[config.mk]
export PLATFORM = sky130hd
export DESIGN_NAME = cfg_personality_loader
export DESIGN_NICKNAME = d
export VERILOG_FILES = /design/src/rtl/cfgld_pkg.sv /design/src/rtl/cfgld_strap_ident.sv /design/src/rtl/cfgld_mw_reader.sv /design/src/rtl/cfgld_seq.sv /design/src/rtl/cfg_personality_loader.sv
export SDC_FILE = /design/constraint.sdc
export NUM_CORES = 1
export LEC_CHECK = 0
export ABC_AREA = 1
export ABC_CLOCK_PERIOD_IN_PS = 2300
export BUFFER_PORTS_ARGS = -buffer_cell sky130_fd_sc_hd__buf_2
export CORE_AREA = 2 2 104 106
export DETAILED_ROUTE_END_ITERATION = 10
export DIE_AREA = 0 0 106 108
export GPL_ROUTABILITY_DRIVEN = 0
export PLACE_DENSITY = 0.9
export SYNTH_ARGS = -nofsm -noshare
export SYNTH_HDL_FRONTEND = slang
export SYNTH_HIERARCHICAL = 1
export SYNTH_SLANG_ARGS = --single-unit
[constraint.sdc]
create_clock -name clk -period 2.3 [get_ports clk]
set_clock_uncertainty 0.1 [all_clocks]
set_input_delay 0.46 -clock clk [delete_from_list [all_inputs] [get_ports clk]]
set_output_delay 0.46 -clock clk [all_outputs]
set_load 0.005 [all_outputs]
[src/rtl/cfgld_pkg.sv]
package cfgld_pkg;

  localparam int CNT_W = 12;

  typedef enum logic [2:0] {
    Z_DESC  = 3'd0,
    Z_LINK  = 3'd1,
    Z_RSV2  = 3'd2,
    Z_PPORT = 3'd3,
    Z_GPIO  = 3'd4,
    Z_RSV5  = 3'd5
  } zone_e;

  localparam logic [1:0] FN_PPORT = 2'd0;
  localparam logic [1:0] FN_GPIO  = 2'd2;

  typedef enum logic [2:0] {
    S_STRAP, S_SIG, S_HDR, S_DATA, S_WR, S_DONE
  } seq_state_e;

  function automatic logic zone_writable(input logic [2:0] z, input logic gpio_on);
    case (z)
      Z_DESC, Z_LINK, Z_PPORT: return 1'b1;
      Z_GPIO:                  return gpio_on;
      default:                 return 1'b0;
    endcase
  endfunction

endpackage

[src/rtl/cfgld_strap_ident.sv]
module cfgld_strap_ident
  import cfgld_pkg::*;
#(
  parameter logic [8:0] ID_PREFIX = 9'h182
) (
  input  logic        clk,
  input  logic        rst_n,
  input  logic        capture,
  input  logic [2:0]  mode,
  input  logic        aux_en,
  input  logic        gpio_en,
  output logic        gpio_present,
  output logic [15:0] id_pport,
  output logic [15:0] id_gpio
);

  logic [2:0] mode_q;
  logic       aux_q;
  logic       gpio_q;
  logic       captured;

  always_ff @(posedge clk or negedge rst_n) begin
    if (!rst_n) begin
      mode_q   <= '0;
      aux_q    <= 1'b0;
      gpio_q   <= 1'b0;
      captured <= 1'b0;
    end else if (capture && !captured) begin
      mode_q   <= mode;
      aux_q    <= aux_en;
      gpio_q   <= gpio_en;
      captured <= 1'b1;
    end
  end

  assign gpio_present = gpio_q;
  assign id_pport     = {ID_PREFIX, mode_q, aux_q, gpio_q, FN_PPORT};
  assign id_gpio      = {ID_PREFIX, mode_q, aux_q, gpio_q, FN_GPIO};


  strap_hold_chk: assert property (@(posedge clk) disable iff (!rst_n)
    captured |=> $stable(id_pport) && $stable(id_gpio) && $stable(gpio_present));

endmodule

[src/rtl/cfgld_mw_reader.sv]
module cfgld_mw_reader #(
  parameter int ADDR_W   = 6,
  parameter int HALF_DIV = 84
) (
  input  logic              clk,
  input  logic              rst_n,
  input  logic              rd_start,
  input  logic [ADDR_W-1:0] rd_addr,
  output logic              rd_done,
  output logic [15:0]       rd_data,
  output logic              mw_clk,
  output logic              mw_cs,
  output logic              mw_mosi,
  input  logic              mw_miso
);

  localparam int CMD_W = 3 + ADDR_W;
  localparam int TOTAL = CMD_W + 16;
  localparam int BIT_W = $clog2(TOTAL + 1);
  localparam int DIV_W = $clog2(HALF_DIV + 1);
  localparam logic [DIV_W-1:0] DIV_END = DIV_W'(HALF_DIV - 1);

  typedef enum logic [1:0] {M_IDLE, M_SHIFT, M_GAP} mstate_e;

  mstate_e          st;
  logic [CMD_W-1:0] sh;
  logic [BIT_W-1:0] bit_cnt;
  logic [DIV_W-1:0] div;

  assign mw_mosi = sh[CMD_W-1];

  always_ff @(posedge clk or negedge rst_n) begin
    if (!rst_n) begin
      st      <= M_IDLE;
      sh      <= '0;
      bit_cnt <= '0;
      div     <= '0;
      mw_clk  <= 1'b0;
      mw_cs   <= 1'b0;
      rd_done <= 1'b0;
      rd_data <= '0;
    end else begin
      rd_done <= 1'b0;
      case (st)
        M_IDLE: begin
          if (rd_start) begin
            sh      <= {3'b110, rd_addr};
            bit_cnt <= '0;
            div     <= '0;
            mw_cs   <= 1'b1;
            st      <= M_SHIFT;
          end
        end
        M_SHIFT: begin
          if (div == DIV_END) begin
            div <= '0;
            if (!mw_clk) begin
              mw_clk <= 1'b1;
              if (bit_cnt >= BIT_W'(CMD_W))
                rd_data <= {rd_data[14:0], mw_miso};
            end else begin
              mw_clk <= 1'b0;
              sh     <= sh << 1;
              if (bit_cnt == BIT_W'(TOTAL - 1)) begin
                mw_cs   <= 1'b0;
                bit_cnt <= '0;
                st      <= M_GAP;
              end else begin
                bit_cnt <= bit_cnt + 1'b1;
              end
            end
          end else begin
            div <= div + 1'b1;
          end
        end
        M_GAP: begin
          if (div == DIV_END) begin
            div     <= '0;
            rd_done <= 1'b1;
            st      <= M_IDLE;
          end else begin
            div <= div + 1'b1;
          end
        end
        default: st <= M_IDLE;
      endcase
    end
  end


  clk_in_select_chk: assert property (@(posedge clk) disable iff (!rst_n)
    $rose(mw_clk) |-> mw_cs);


  select_idle_low_chk: assert property (@(posedge clk) disable iff (!rst_n)
    !mw_cs |-> !mw_clk);

endmodule

[src/rtl/cfgld_seq.sv]
module cfgld_seq
  import cfgld_pkg::*;
#(
  parameter int          ADDR_W    = 6,
  parameter logic [15:0] SIGNATURE = 16'hC0DE
) (
  input  logic              clk,
  input  logic              rst_n,
  input  logic              gpio_on,
  output logic              strap_capture,
  output logic              rd_start,
  output logic [ADDR_W-1:0] rd_addr,
  input  logic              rd_done,
  input  logic [15:0]       rd_data,
  output logic              wr_valid,
  input  logic              wr_ready,
  output logic [2:0]        wr_zone,
  output logic [CNT_W-1:0]  wr_index,
  output logic [15:0]       wr_data,
  output logic              cfg_done,
  output logic              ee_absent
);

  seq_state_e        st;
  logic              issued;
  logic [ADDR_W-1:0] addr;
  logic [2:0]        zone_q;
  logic [CNT_W-1:0]  left_q;
  logic [CNT_W-1:0]  idx_q;
  logic [15:0]       data_q;
  logic              last_word;
  logic              writable;
  logic              advance;

  assign last_word     = &addr;
  assign writable      = zone_writable(zone_q, gpio_on);
  assign strap_capture = (st == S_STRAP);
  assign rd_addr       = addr;
  assign wr_valid      = (st == S_WR);
  assign wr_zone       = zone_q;
  assign wr_index      = idx_q;
  assign wr_data       = data_q;
  assign cfg_done      = (st == S_DONE);

  always_comb begin
    rd_start = !issued && (st == S_SIG || st == S_HDR || st == S_DATA);
    advance  = (st == S_DATA && rd_done && !writable) || (st == S_WR && wr_ready);
  end

  always_ff @(posedge clk or negedge rst_n) begin
    if (!rst_n) begin
      st        <= S_STRAP;
      issued    <= 1'b0;
      addr      <= '0;
      zone_q    <= '0;
      left_q    <= '0;
      idx_q     <= '0;
      data_q    <= '0;
      ee_absent <= 1'b0;
    end else begin
      if (rd_start) issued <= 1'b1;
      if (rd_done)  issued <= 1'b0;
      case (st)
        S_STRAP: st <= S_SIG;
        S_SIG: begin
          if (rd_done) begin
            if (rd_data != SIGNATURE) begin
              ee_absent <= 1'b1;
              st        <= S_DONE;
            end else if (last_word) begin
              st <= S_DONE;
            end else begin
              addr <= addr + 1'b1;
              st   <= S_HDR;
            end
          end
        end
        S_HDR: begin
          if (rd_done) begin
            if (rd_data[15:12] > 4'd5 || last_word) begin
              st <= S_DONE;
            end else begin
              zone_q <= rd_data[14:12];
              left_q <= rd_data[CNT_W-1:0];
              idx_q  <= '0;
              addr   <= addr + 1'b1;
              st     <= (rd_data[CNT_W-1:0] == '0) ? S_HDR : S_DATA;
            end
          end
        end
        S_DATA: begin
          if (rd_done && writable) begin
            data_q <= rd_data;
            st     <= S_WR;
          end
        end
        default: ;
      endcase
      if (advance) begin
        idx_q  <= idx_q + 1'b1;
        left_q <= left_q - 1'b1;
        if (last_word) begin
          st <= S_DONE;
        end else begin
          addr <= addr + 1'b1;
          st   <= (left_q == CNT_W'(1)) ? S_HDR : S_DATA;
        end
      end
    end
  end


  stall_hold_chk: assert property (@(posedge clk) disable iff (!rst_n)
    wr_valid && !wr_ready |=> wr_valid && $stable(wr_data) && $stable(wr_index) && $stable(wr_zone));


  no_read_in_stall_chk: assert property (@(posedge clk) disable iff (!rst_n)
    wr_valid |-> !rd_start && !rd_done);


  done_sticky_chk: assert property (@(posedge clk) disable iff (!rst_n)
    cfg_done |=> cfg_done);


  quiet_after_done_chk: assert property (@(posedge clk) disable iff (!rst_n)
    cfg_done |-> !rd_start && !wr_valid);


  zone_filter_chk: assert property (@(posedge clk) disable iff (!rst_n)
    wr_valid |-> wr_zone != 3'd2 && wr_zone != 3'd5 && !(wr_zone == 3'd4 && !gpio_on));


  absent_done_chk: assert property (@(posedge clk) disable iff (!rst_n)
    ee_absent |-> cfg_done);

endmodule

[src/rtl/cfg_personality_loader.sv]
module cfg_personality_loader
  import cfgld_pkg::*;
#(
  parameter int          ADDR_W    = 6,
  parameter int          HALF_DIV  = 84,
  parameter logic [15:0] SIGNATURE = 16'hC0DE,
  parameter logic [8:0]  ID_PREFIX = 9'h182
) (
  input  logic        clk,
  input  logic        rst_n,
  input  logic [2:0]  strap_mode,
  input  logic        strap_aux_en,
  input  logic        strap_gpio_en,
  output logic        mw_clk,
  output logic        mw_cs,
  output logic        mw_mosi,
  input  logic        mw_miso,
  output logic        wr_valid,
  input  logic        wr_ready,
  output logic [2:0]  wr_zone,
  output logic [11:0] wr_index,
  output logic [15:0] wr_data,
  output logic        cfg_done,
  output logic        ee_absent,
  output logic        gpio_present,
  output logic [15:0] id_pport,
  output logic [15:0] id_gpio
);

  logic              strap_capture;
  logic              rd_start;
  logic [ADDR_W-1:0] rd_addr;
  logic              rd_done;
  logic [15:0]       rd_data;

  cfgld_strap_ident #(.ID_PREFIX(ID_PREFIX)) u_ident (
    .clk          (clk),
    .rst_n        (rst_n),
    .capture      (strap_capture),
    .mode         (strap_mode),
    .aux_en       (strap_aux_en),
    .gpio_en      (strap_gpio_en),
    .gpio_present (gpio_present),
    .id_pport     (id_pport),
    .id_gpio      (id_gpio)
  );

  cfgld_mw_reader #(.ADDR_W(ADDR_W), .HALF_DIV(HALF_DIV)) u_reader (
    .clk      (clk),
    .rst_n    (rst_n),
    .rd_start (rd_start),
    .rd_addr  (rd_addr),
    .rd_done  (rd_done),
    .rd_data  (rd_data),
    .mw_clk   (mw_clk),
    .mw_cs    (mw_cs),
    .mw_mosi  (mw_mosi),
    .mw_miso  (mw_miso)
  );

  cfgld_seq #(.ADDR_W(ADDR_W), .SIGNATURE(SIGNATURE)) u_seq (
    .clk           (clk),
    .rst_n         (rst_n),
    .gpio_on       (gpio_present),
    .strap_capture (strap_capture),
    .rd_start      (rd_start),
    .rd_addr       (rd_addr),
    .rd_done       (rd_done),
    .rd_data       (rd_data),
    .wr_valid      (wr_valid),
    .wr_ready      (wr_ready),
    .wr_zone       (wr_zone),
    .wr_index      (wr_index),
    .wr_data       (wr_data),
    .cfg_done      (cfg_done),
    .ee_absent     (ee_absent)
  );

endmodule

**After elaboration in Yosys (flattened, before gate mapping)**

Cells that the tools add are included.

- RAM bits: 0
- Memory bits (read-only): 0
- Register bits: 102
- Input port bits: 9
- Word-level logic and storage cells: 144
- Bits in latches: 0
- Memories: 0

- Order comparisons: 2
- Mux-type cells: 55
- Div/mod/pow operators: 0
- Shifts and indexed selects: 0
- Equal/unequal tests: 23
- Bitwise logic cells: 2
- Multiply operators: 0
- Reduce and logical (&&, ||, !) cells: 37
- Add/subtract/negate cells: 5

Operators with widths:

| cell | number |
|---|---|
| two-way mux 12 bit | 8 |
| two-way mux 6 bit | 7 |
| two-way mux 9 bit | 3 |
| two-way mux 3 bit | 8 |
| two-way mux 5 bit | 4 |
| one-hot mux 9 bit (2 select lines) | 1 |
| inequality test 16 bit (second input constant) | 1 |
| two-way mux 7 bit | 2 |
| one-hot mux 7 bit (2 select lines) | 1 |
| adder 12 x 1 -> 12 bit (second input constant) | 1 |
| == test 12 x 1 -> 1 bit (second input constant) | 1 |
| zero test 12 bit | 1 |
| one-hot mux 3 bit (4 select lines) | 1 |
| one-hot mux 6 bit (2 select lines) | 1 |
| AND reduction 4 bit | 3 |
| subtractor 12 x 1 -> 12 bit (second input constant) | 1 |
| two-way mux 1 bit | 10 |
| two-way mux 2 bit | 5 |
| inequality test 2 x 1 -> 1 bit (second input constant) | 5 |
| one-hot mux 5 bit (2 select lines) | 1 |
| AND reduction 5 bit | 2 |
| nonzero test 2 bit | 5 |
| == test 3 x 2 -> 1 bit (second input constant) | 3 |
| == test 3 bit (second input constant) | 3 |
| 26 further kinds | 46 |

**Depth between registers and ports, before layout**

Gate-level depths: netlist of the first run.

- Depth in word-level cells: 8
- Gate-level depth with buffers: 14

**Hierarchy**

The synthesis of the first run kept the hierarchy.

Modules (own cells, without submodules):

| module | cells each | times used | area an instance (um^2) |
|---|---|---|---|
| cfgld_seq | 403 | 1 | 3,141.8 |
| cfgld_mw_reader | 292 | 1 | 2,235.9 |
| cfgld_strap_ident | 55 | 1 | 451.7 |

**Worst setup path before layout of the first run**

No wires, ideal clock.

- Path kind: reg2reg
- Start: register u_seq.addr[0] (netlist: u_seq/rd_addr[0])
- End: register u_seq.idx_q[1] (netlist: u_seq/wr_index[1])
- Cell stages (with the launch flop): 11
- Period minus slack after synthesis: 1.729 ns
- Path buffers: 0
- Arrival: 1.508 ns
- Path slack: 0.571 ns
- Setup time: 0.121 ns
- Path through: dfrtp_1 ha_1 nand2_1 nor2_1 nand2_2 inv_2 nor2_4 nand2_8 nand2_2 inv_2 a22o_1

- Longest elaborated chain between the ends: 4

RTL lines:

| element | line | text |
|---|---|---|
| start, declared | cfgld_seq.sv:26 | `logic [ADDR_W-1:0] addr;` |
| start signal, assigned | cfgld_seq.sv:73 | `addr <= addr + 1'b1;` |
| start signal, assigned | cfgld_seq.sv:86 | `addr <= addr + 1'b1;` |
| start signal, assigned | cfgld_seq.sv:105 | `addr <= addr + 1'b1;` |
| AND reduction 6 bit | cfgld_seq.sv:35 | `assign last_word = &addr;` |
| logical OR 1 bit | cfgld_seq.sv:80 | `if (rd_data[15:12] > 4'd5 \|\| last_word) begin` |
| inequality test 2 x 1 -> 1 bit (no source line) | - |  |
| AND reduction 3 bit (no source line) | - |  |
| end signal, assigned | cfgld_seq.sv:100 | `idx_q <= idx_q + 1'b1;` |
| end, declared | cfgld_seq.sv:29 | `logic [CNT_W-1:0] idx_q;` |

Every way passes these cells.
A chain may end at the register's enable or synchronous reset.

**Worst setup path after layout of the first run**

Same ends and word-level chain as after synthesis.

==> impl_table.tex, run 1 <==
\begin{tabular}{lr}
\hline
Metric & Value \\
\hline
\multicolumn{2}{l}{\textbf{Status}} \\
\quad Run status & completed \\
\multicolumn{2}{l}{\textbf{Clock tree}} \\
\quad Clk root buf & clkbuf\_8 \\
\quad TritonCTS buffer count & 9 \\
\quad Count of clock tree sinks & $\sim$100 \\
\quad Latest clock arrival within the worst-skew pair & 0.38 ns \\
\quad H-tree depth reported by CTS & 3 \\
\quad Clock transition at the registers of the reported paths & around 0.090 ns \\
\quad CTS tree & done \\
\quad Count of hold-fix buffers inserted at cts & 0 \\
\quad Maximum number of buffers from clock root to sink & 2 \\
\multicolumn{2}{l}{\textbf{Power and ir drop}} \\
\quad Final Total Pwr & about 3.0 mW \\
\quad Power spent charging and discharging nets & roughly 660 uW \\
\quad Worst vdd rail ir drop & 0.2520 mV \\
\quad Power per standard cell area & between 400 and 500 mW/mm\^{}2 \\
\quad Sw Ratio & 22.19\% \\
\quad Internal portion of total power & 2.332 mW \\
\quad Portion of total power attributed to combinational logic & under 10\% \\
\quad Reg power frac & between 50\% and 60\% \\
\quad Total leakage power & approximately 3.4 nW \\
\quad Power share of the clock group & between 30 and 40\% \\
\multicolumn{2}{l}{\textbf{Hold path}} \\
\quad Hold Crit Class & in -> async \\
\multicolumn{2}{l}{\textbf{Setup path}} \\
\quad Delay contributed by the slowest stage of the critical path & between 0.4 and 0.5 ns \\
\quad Kind of critical path & reg -> reg \\
\quad Worst-path cell with the longest stage delay & dfrtp\_1 \\
\quad Setup crit end kind & flop \\
\quad Critical path, cell by cell & ha\_1, nand2\_1, nor2\_1, nand2\_2, inv\_2, nor2\_4, nand2\_8, nand2\_4, inv\_2, a22o\_1 \\
\quad Largest fanout on the critical path & 19 \\
\quad Startpoint kind of the worst setup timing path & flop \\
\quad Setup crit start & u\_seq/rd\_addr[0]\$\_DFF\_PN0\_ \\
\quad Startpoint of the lowest-slack register-to-register path & u\_seq/rd\_addr[0]\$\_DFF\_PN0\_ \\
\quad Cell seen most often among critical-path stages & inv\_2 \\
\quad CP Data Arrival Time & around 2.2 ns \\
\quad Required time of the critical path & about 2.5 ns \\
\multicolumn{2}{l}{\textbf{STA}} \\
\quad Maximum achievable frequency & around 480 MHz \\
\quad Hold violation count in the final report & 0 \\
\quad Worst Tran Pin Value & roughly 0.54 ns \\
\quad Number of slew-limit violations in the final report & 0 \\
\quad Min cycle time layout & 2.064 ns \\
\quad Number of setup violations in the final report & 0 \\
\quad Unrepaired setup endpoints after global routing & false \\
\quad Part of the cycle the worst path needs & between 80\% and 90\% \\
\quad Headroom to the max-slew limit & around 64\% \\
\quad Hold Worst Slack & roughly 0.012 ns \\
\quad Setup TNS & 0 ns \\
\multicolumn{2}{l}{\textbf{Placed design}} \\
\quad HPWL after detailed placement & 8792 um \\
\quad Number of buffers added on ports & 56 \\
\multicolumn{2}{l}{\textbf{Yosys}} \\
\quad Biggest area consumer among synthesized cells & dfrtp\_1 \\
\quad Number of enable flip-flop cells after synthesis & 0 \\
\quad Proportion of synthesized flip-flops having asynchronous set or reset & 100.0\% \\
\quad Post-synthesis register bit count & 102 \\
\quad Dominant cells by area after synthesis & dfrtp\_1 44\%, nand2\_1 15\%, nand3\_1 7.7\% \\
\quad Sequential share of the synthesized area & 43.79\% \\
\quad Most common cell in the netlist & nand2\_1 \\
\quad Syn\_area\_per\_cell & 7.772 sq um \\
\quad Commonest cells post-synth & 229 x nand2\_1, 102 x dfrtp\_1, 90 x nand3\_1 \\
\quad Area share of the largest cell type after synthesis & roughly 44\% \\
\quad Syn. warnings & 6 \\
\quad Post-Syn Area & between 0.005 and 0.006 sq mm \\
\quad Instance count of the mapped netlist & 750 \\
\quad Predominant post-synthesis flop cell & dfrtp\_1 \\
\quad Number of different library cells in the post-synthesis netlist & between 40 and 50 \\
\multicolumn{2}{l}{\textbf{Floorplan}} \\
\quad Standard-cell row count & 37 \\
\quad I/O pin total & 79 \\
\quad Core Region & 0.01023 sq mm \\
\quad Die boundary width & roughly 110 um \\
\quad Initial Util & between 50\% and 60\% \\
\quad Height of the die & around 110 um \\
\quad Die Area & between 0.01 and 0.015 sq mm \\
\multicolumn{2}{l}{\textbf{Drt}} \\
\quad Wire length after detailed routing & about 13000 um \\
\quad DRC violations left & 0 \\
\quad Count of antenna-violating nets left after detailed routing & 0 \\
\quad Via Count & about 5000 \\
\quad Drt first pass iters & 8 \\
\quad Via/cell ratio & 5.366 \\
\quad Violation count after the first detailed-route iteration & 398 \\
\quad Wire length per cell after detailed routing & about 13 um \\
\multicolumn{2}{l}{\textbf{Layout}} \\
\quad Antenna diode instance count & 0 \\
\quad Layout cells sized above 1 & about 17\% \\
\quad Net count, final & just over 800 \\
\quad Synth-to-Final Area Change & 7.856\% \\
\multicolumn{2}{l}{\textbf{Global routing}} \\
\quad Tot GR Track Use & about 23\% \\
\quad Number of global-route vias before repair & around 4600 \\
\quad Maximum number of pins on one net before global-route repair & $\sim$100 \\
\quad Global-route wire length before repair & approximately 21000 um \\
\quad Number of antenna violations at the first check in global routing & 0 \\
\quad Remaining Overflow, GRT & 0 \\
\multicolumn{2}{l}{\textbf{Flow run}} \\
\quad Maximum capacitance violations & 0 \\
\hline
\end{tabular}
==> power by group through the flow <==
| stage | Sequential [mW] | Combinational, mW | Clock [mW] |
|---|---|---|---|
| 6_report | 1.79 | 0.0524 | 1.15 |
| 5_1_grt | 1.79 | 0.0627 | 1.26 |
| 4_1_cts | 1.79 | 0.0547 | 1.17 |
| 3_5_place_dp | 1.83 | 0.0548 | 0 |
| 3_3_place_gp | 1.83 | 0.0549 | 0 |
| 2_1_floorplan | 1.83 | 0.0349 | 0 |
==> stage by stage <==
stage	setup WS (ns)	utilization [%]	instance area (sq um)	instances
after CTS	0.1698	61.40	6282	939
after global placement	0.3108	59.50	6087	924
final	0.2355	61.45	6287	939
after floorplan	0.5710	-	5904	770
after detailed placement	0.2484	59.50	6087	924
after global routing	0.05386	61.45	6287	939
==> routing by layer <==
metal / wire length (um) / global-route usage, %
met1: 5587 / 29.99
met2: 5719 / 35.94
met3: 956 / 5.726
met4: 295 / 9.492
met5: 0 / 0
==> cell families after synthesis <==
group,Yosys count,share of synthesized area [%]
other,2,0.1288
xor gates and xnor gates,9,1.352
AOI/OAI and AO/OA,59,6.675
buffers and inverters,130,11.35
adders and majority gates,11,2.361
muxes,8,1.545
DFF,102,43.79
and+or+nand+nor,429,32.80
==> critical path: cells and delay by family (launching register included) <==
kind	cells	cell delay [ns]
compound gates	1	0.19
fa+ha+maj	1	0.26
buf+inv	2	0.16
flops	1	0.43
simple gates	6	0.82
==> registers in the layout, summed over array words and instances, names as in the netlist <==
signal                cells
u_seq/rd_addr             6
u_reader/rd_data         16
u_reader/bit_cnt          5
u_ident/captured          1
u_seq/wr_data            16
u_seq/wr_index           12
u_seq/wr_zone             3
u_reader/sh               9
u_ident/gpio_present      1
u_seq/ee_absent           1
u_ident/mode_q            3
u_seq/issued              1
u_reader/rd_done          1
u_reader/mw_clk           1
u_ident/aux_q             1
u_seq/left_q             12
u_reader/st               2
u_reader/div              7
u_seq/st                  3
u_reader/mw_cs            1
==> final cells by class <==
| class | count | area (sq um) |
|---|---|---|
| Clock buffer | 10 | 137.6 |
| Clock inverter | 5 | 57.56 |
| Fill cell | 883 | 3944 |
| Inverter | 83 | 311.5 |
| Multi-Input combinational cell | 538 | 2695 |
| Sequential cell | 102 | 2552 |
| Tap cell | 136 | 170.2 |
| Timing Repair Buffer | 65 | 362.8 |
==> what timing repair did <==
action / 4_1_cts / 5_1_grt
setup endpoints to repair: 0 / 1
buffers inserted: 0 / 0
gates resized for setup: 0 / 1
==> path summary, 6_finish.rpt <==
| check | endpoint | slack, ns | depth (start not counted) |
|---|---|---|---|
| setup / recovery | u_seq/wr_index[1]$_DFFE_PN0P_ | 0.24 | 10 |
| hold / removal | u_seq/wr_index[2]$_DFFE_PN0P_ | 0.01 | 2 |
| setup reg to reg | u_seq/wr_index[1]$_DFFE_PN0P_ | 0.24 | 10 |
| hold reg to reg | u_reader/mw_cs$_DFFE_PN0P_ | 0.39 | 2 |
| max in group asynchronous | u_reader/sh[0]$_DFFE_PN0P_ | 1.67 | 2 |
| min in group clk | u_ident/gpio_present$_DFFE_PN0P_ | 0.21 | 3 |
==> cell usage in the layout (no fill, tap or decap), drive strengths merged, types with 2 or more instances in the layout <==
master  instances
a21oi          19
buf            65
clkbuf         10
clkinv          2
conb           22
dfrtp         102
ha             11
inv            85
mux2            8
nand2         238
nand3          94
nand4          12
nor2           74
nor3            4
o211ai         12
o21ai          22
o22ai           3
or2             6
xor2            9
No activity file was read; power rests on OpenSTA's default activity.
==> inputs of run 2 (changes only) <==
CAP_MARGIN = 20   (was not set)
CORE_AREA = 2 2 123 125   (was 2 2 104 106)
DIE_AREA = 0 0 125 127   (was 0 0 106 108)
PLACE_DENSITY = 0.7   (was 0.9)
==> run 2 against run 1 <==
Net effect: flip-flop and latch count did not move; sequential power barely moved; final area rose by 2.7%; setup slack got worse by 0.011 ns; register-to-register slack barely moved; routed wire length rose by 0.63%; power rose by 13%; largest cell class unchanged.
==> impl_table.tex, run 2 (same netlist as run 1, synthesis figures left out) <==
\begin{tabular}{lr}
\hline
Metric & Value \\
\hline
\multicolumn{2}{l}{\textbf{Status}} \\
\quad Run status & completed \\
\multicolumn{2}{l}{\textbf{STA}} \\
\quad Number of slew-limit violations in the final report & 0 \\
\quad Min cycle time layout & around 2.1 ns \\
\quad Number of setup violations in the final report & 0 \\
\quad Setup TNS & 0 ns \\
\quad Min setup slack post-route & 0.2247 ns \\
\quad Part of the cycle the worst path needs & between 90 and 100\% \\
\quad Unrepaired setup endpoints after global routing & false \\
\quad Hold violation count in the final report & 0 \\
\quad Maximum achievable frequency & around 480 MHz \\
\multicolumn{2}{l}{\textbf{Drt}} \\
\quad Drt first pass iters & 6 \\
\quad Wire length per cell after detailed routing & between 10 and 15 um \\
\quad Violation count after the first detailed-route iteration & around 410 \\
\quad DRC violations left & 0 \\
\quad Wire length after detailed routing & 12640 um \\
\quad Via/cell ratio & around 4.9 \\
\quad Via Count & 4868 \\
\quad Count of antenna-violating nets left after detailed routing & 0 \\
\multicolumn{2}{l}{\textbf{Clock tree}} \\
\quad Number of post-CTS setup repair buffers & 0 \\
\quad CTS tree & done \\
\quad Count of clock tree sinks & between 100 and 150 \\
\quad Latest clock arrival within the worst-skew pair & roughly 0.35 ns \\
\quad Resized cells post-CTS & 0 \\
\quad TritonCTS buffer count & 9 \\
\quad Clk root buf & clkbuf\_16 \\
\quad Count of hold-fix buffers inserted at cts & 1 \\
\quad Maximum number of buffers from clock root to sink & 2 \\
\quad H-tree depth reported by CTS & 3 \\
\quad Clock transition at the registers of the reported paths & 0.07 ns \\
\multicolumn{2}{l}{\textbf{Setup path}} \\
\quad Required time of the critical path & 2.44 ns \\
\quad Worst-path cell with the longest stage delay & dfrtp\_1 \\
\quad Kind of critical path & reg -> reg \\
\quad Startpoint of the lowest-slack register-to-register path & u\_seq/rd\_addr[0]\$\_DFF\_PN0\_ \\
\quad Largest fanout on the critical path & 19 \\
\quad CP Data Arrival Time & 2.22 ns \\
\quad Startpoint kind of the worst setup timing path & flop \\
\quad Setup crit end kind & flop \\
\quad Critical path, cell by cell & ha\_1, nand2\_1, nor2\_1, nand2\_2, inv\_2, nor2\_4, nand2\_8, nand2\_2, inv\_2, a22o\_1 \\
\quad Setup crit start & u\_seq/rd\_addr[0]\$\_DFF\_PN0\_ \\
\quad Delay contributed by the slowest stage of the critical path & 0.43 ns \\
\multicolumn{2}{l}{\textbf{Global routing}} \\
\quad Met1 GRT Util & 23.05\% \\
\quad Number of global-route vias before repair & roughly 4500 \\
\quad Tot GR Track Use & $\sim$17\% \\
\quad Number of antenna violations at the first check in global routing & 0 \\
\quad Met3 Track Usage GR & under 10\% \\
\quad Maximum number of pins on one net before global-route repair & 39 \\
\quad Most Used Layer, Global Route & met2 \\
\quad Remaining Overflow, GRT & 0 \\
\quad Global-route wire length before repair & roughly 22000 um \\
\quad Global-route track usage on met2 & roughly 26\% \\
\multicolumn{2}{l}{\textbf{Layout}} \\
\quad Net count, final & a little over 800 \\
\quad Antenna diode instance count & 0 \\
\quad Synth-to-Final Area Change & 10.82\% \\
\quad Highest-count cells in the layout ignoring fill and taps & 229 x nand2\_1, 102 x dfrtp\_1, 90 x nand3\_1 \\
\quad Post-route insts no fill & 988 \\
\quad Utilization after layout & 44.79\% \\
\quad Layout cells sized above 1 & around 17\% \\
\quad Filler cells & approximately 1400 \\
\quad Leading cell type in the layout, fill and taps excluded & nand2\_1 \\
\multicolumn{2}{l}{\textbf{Power and ir drop}} \\
\quad Power spent charging and discharging nets & a little over 700 uW \\
\quad Power per standard cell area & about 520 mW/mm\^{}2 \\
\quad Reg power frac & between 50\% and 60\% \\
\quad Portion of total power attributed to combinational logic & around 1.8\% \\
\quad Sw Ratio & a little over a fifth \\
\quad Internal portion of total power & about 2.7 mW \\
\quad Power share of the clock group & a little under half \\
\quad Total leakage power & 3.434 nW \\
\quad Worst vdd rail ir drop & 0.3546 mV \\
\multicolumn{2}{l}{\textbf{Floorplan}} \\
\quad Die Area & $\sim$0.016 sq mm \\
\quad I/O pin total & 79 \\
\quad Initial Util & between 40\% and 50\% \\
\quad Height of the die & $\sim$130 um \\
\quad Standard-cell row count & 44 \\
\quad Core Region & between 0.01 and 0.015 sq mm \\
\quad Die boundary width & approximately 130 um \\
\multicolumn{2}{l}{\textbf{Placed design}} \\
\quad Number of buffers added on ports & 56 \\
\quad Number of placed cells counting well taps & between 900 and 1000 \\
\quad Setup slack at placement & about 0.24 ns \\
\quad HPWL after detailed placement & about 9000 um \\
\multicolumn{2}{l}{\textbf{Hold path}} \\
\quad Hold Crit Class & in -> reg \\
\quad Start point of the worst min-delay path & strap\_aux\_en \\
\multicolumn{2}{l}{\textbf{Flow run}} \\
\quad Maximum capacitance violations & 0 \\
\hline
\end{tabular}
run 2: worst paths after layout:
kind                                                    to  slack (ns)  depth (start not counted)
min reg2reg                  u_seq/wr_data[11]$_DFFE_PN0P_        0.38                          1
max reg2reg                  u_seq/wr_index[1]$_DFFE_PN0P_        0.22                         10
max in group asynchronous  u_reader/rd_data[4]$_DFFE_PN0P_        1.07                          3
min in group asynchronous    u_seq/wr_index[2]$_DFFE_PN0P_        0.48                          2
max                          u_seq/wr_index[1]$_DFFE_PN0P_        0.22                         10
min                              u_ident/aux_q$_DFFE_PN0P_        0.25                          3
run 2: cell type report:
| type | count | area, sq um | share of cell area [%] |
|---|---|---|---|
| repair buffers | 66 | 385.4 | 5.966 |
| clock buffers | 11 | 242.7 | 3.758 |
| inverters | 83 | 311.5 | 4.823 |
| flip-flops and latches | 102 | 2552 | 39.51 |
| clock inverters | 4 | 47.55 | 0.7360 |
| well taps | 184 | 230.2 | 3.564 |
| multi-input cells | 538 | 2690 | 41.64 |
run 2: power groups by stage:
stage	clock, mW	sequential [mW]	combinational [mW]
floorplan	0	1.83	0.0349
global placement	0	1.83	0.0611
detailed placement	0	1.83	0.0608
CTS	1.57	1.79	0.0624
global route	1.65	1.79	0.0710
finish	1.53	1.79	0.0595
run 2: critical path, delay by kind of cell (launching register included):
family                     cells  cell delay, ns
adders and majority gates      1            0.26
buffers and inverters          2            0.18
and+or+nand+nor                6            0.79
DFF                            1            0.43
AOI/OAI and AO/OA              1            0.19
run 2: metal layers:
layer	up-vias	part of all wire, %
met5	-	0
met4	0	1.1
met3	9	6.3
met2	127	44
met1	2296	48
li1	2436	-
run 2: through the flow:
step	cell area, sq um	power, mW	hold slack (ns)
2_1_floorplan	5904	1.863	0.06441
3_3_place_gp	6160	1.888	0.3262
3_5_place_dp	6160	1.888	0.3286
4_1_cts	6460	3.420	0.2303
5_1_grt	6460	3.508	0.2521
6_report	6460	3.380	0.2470
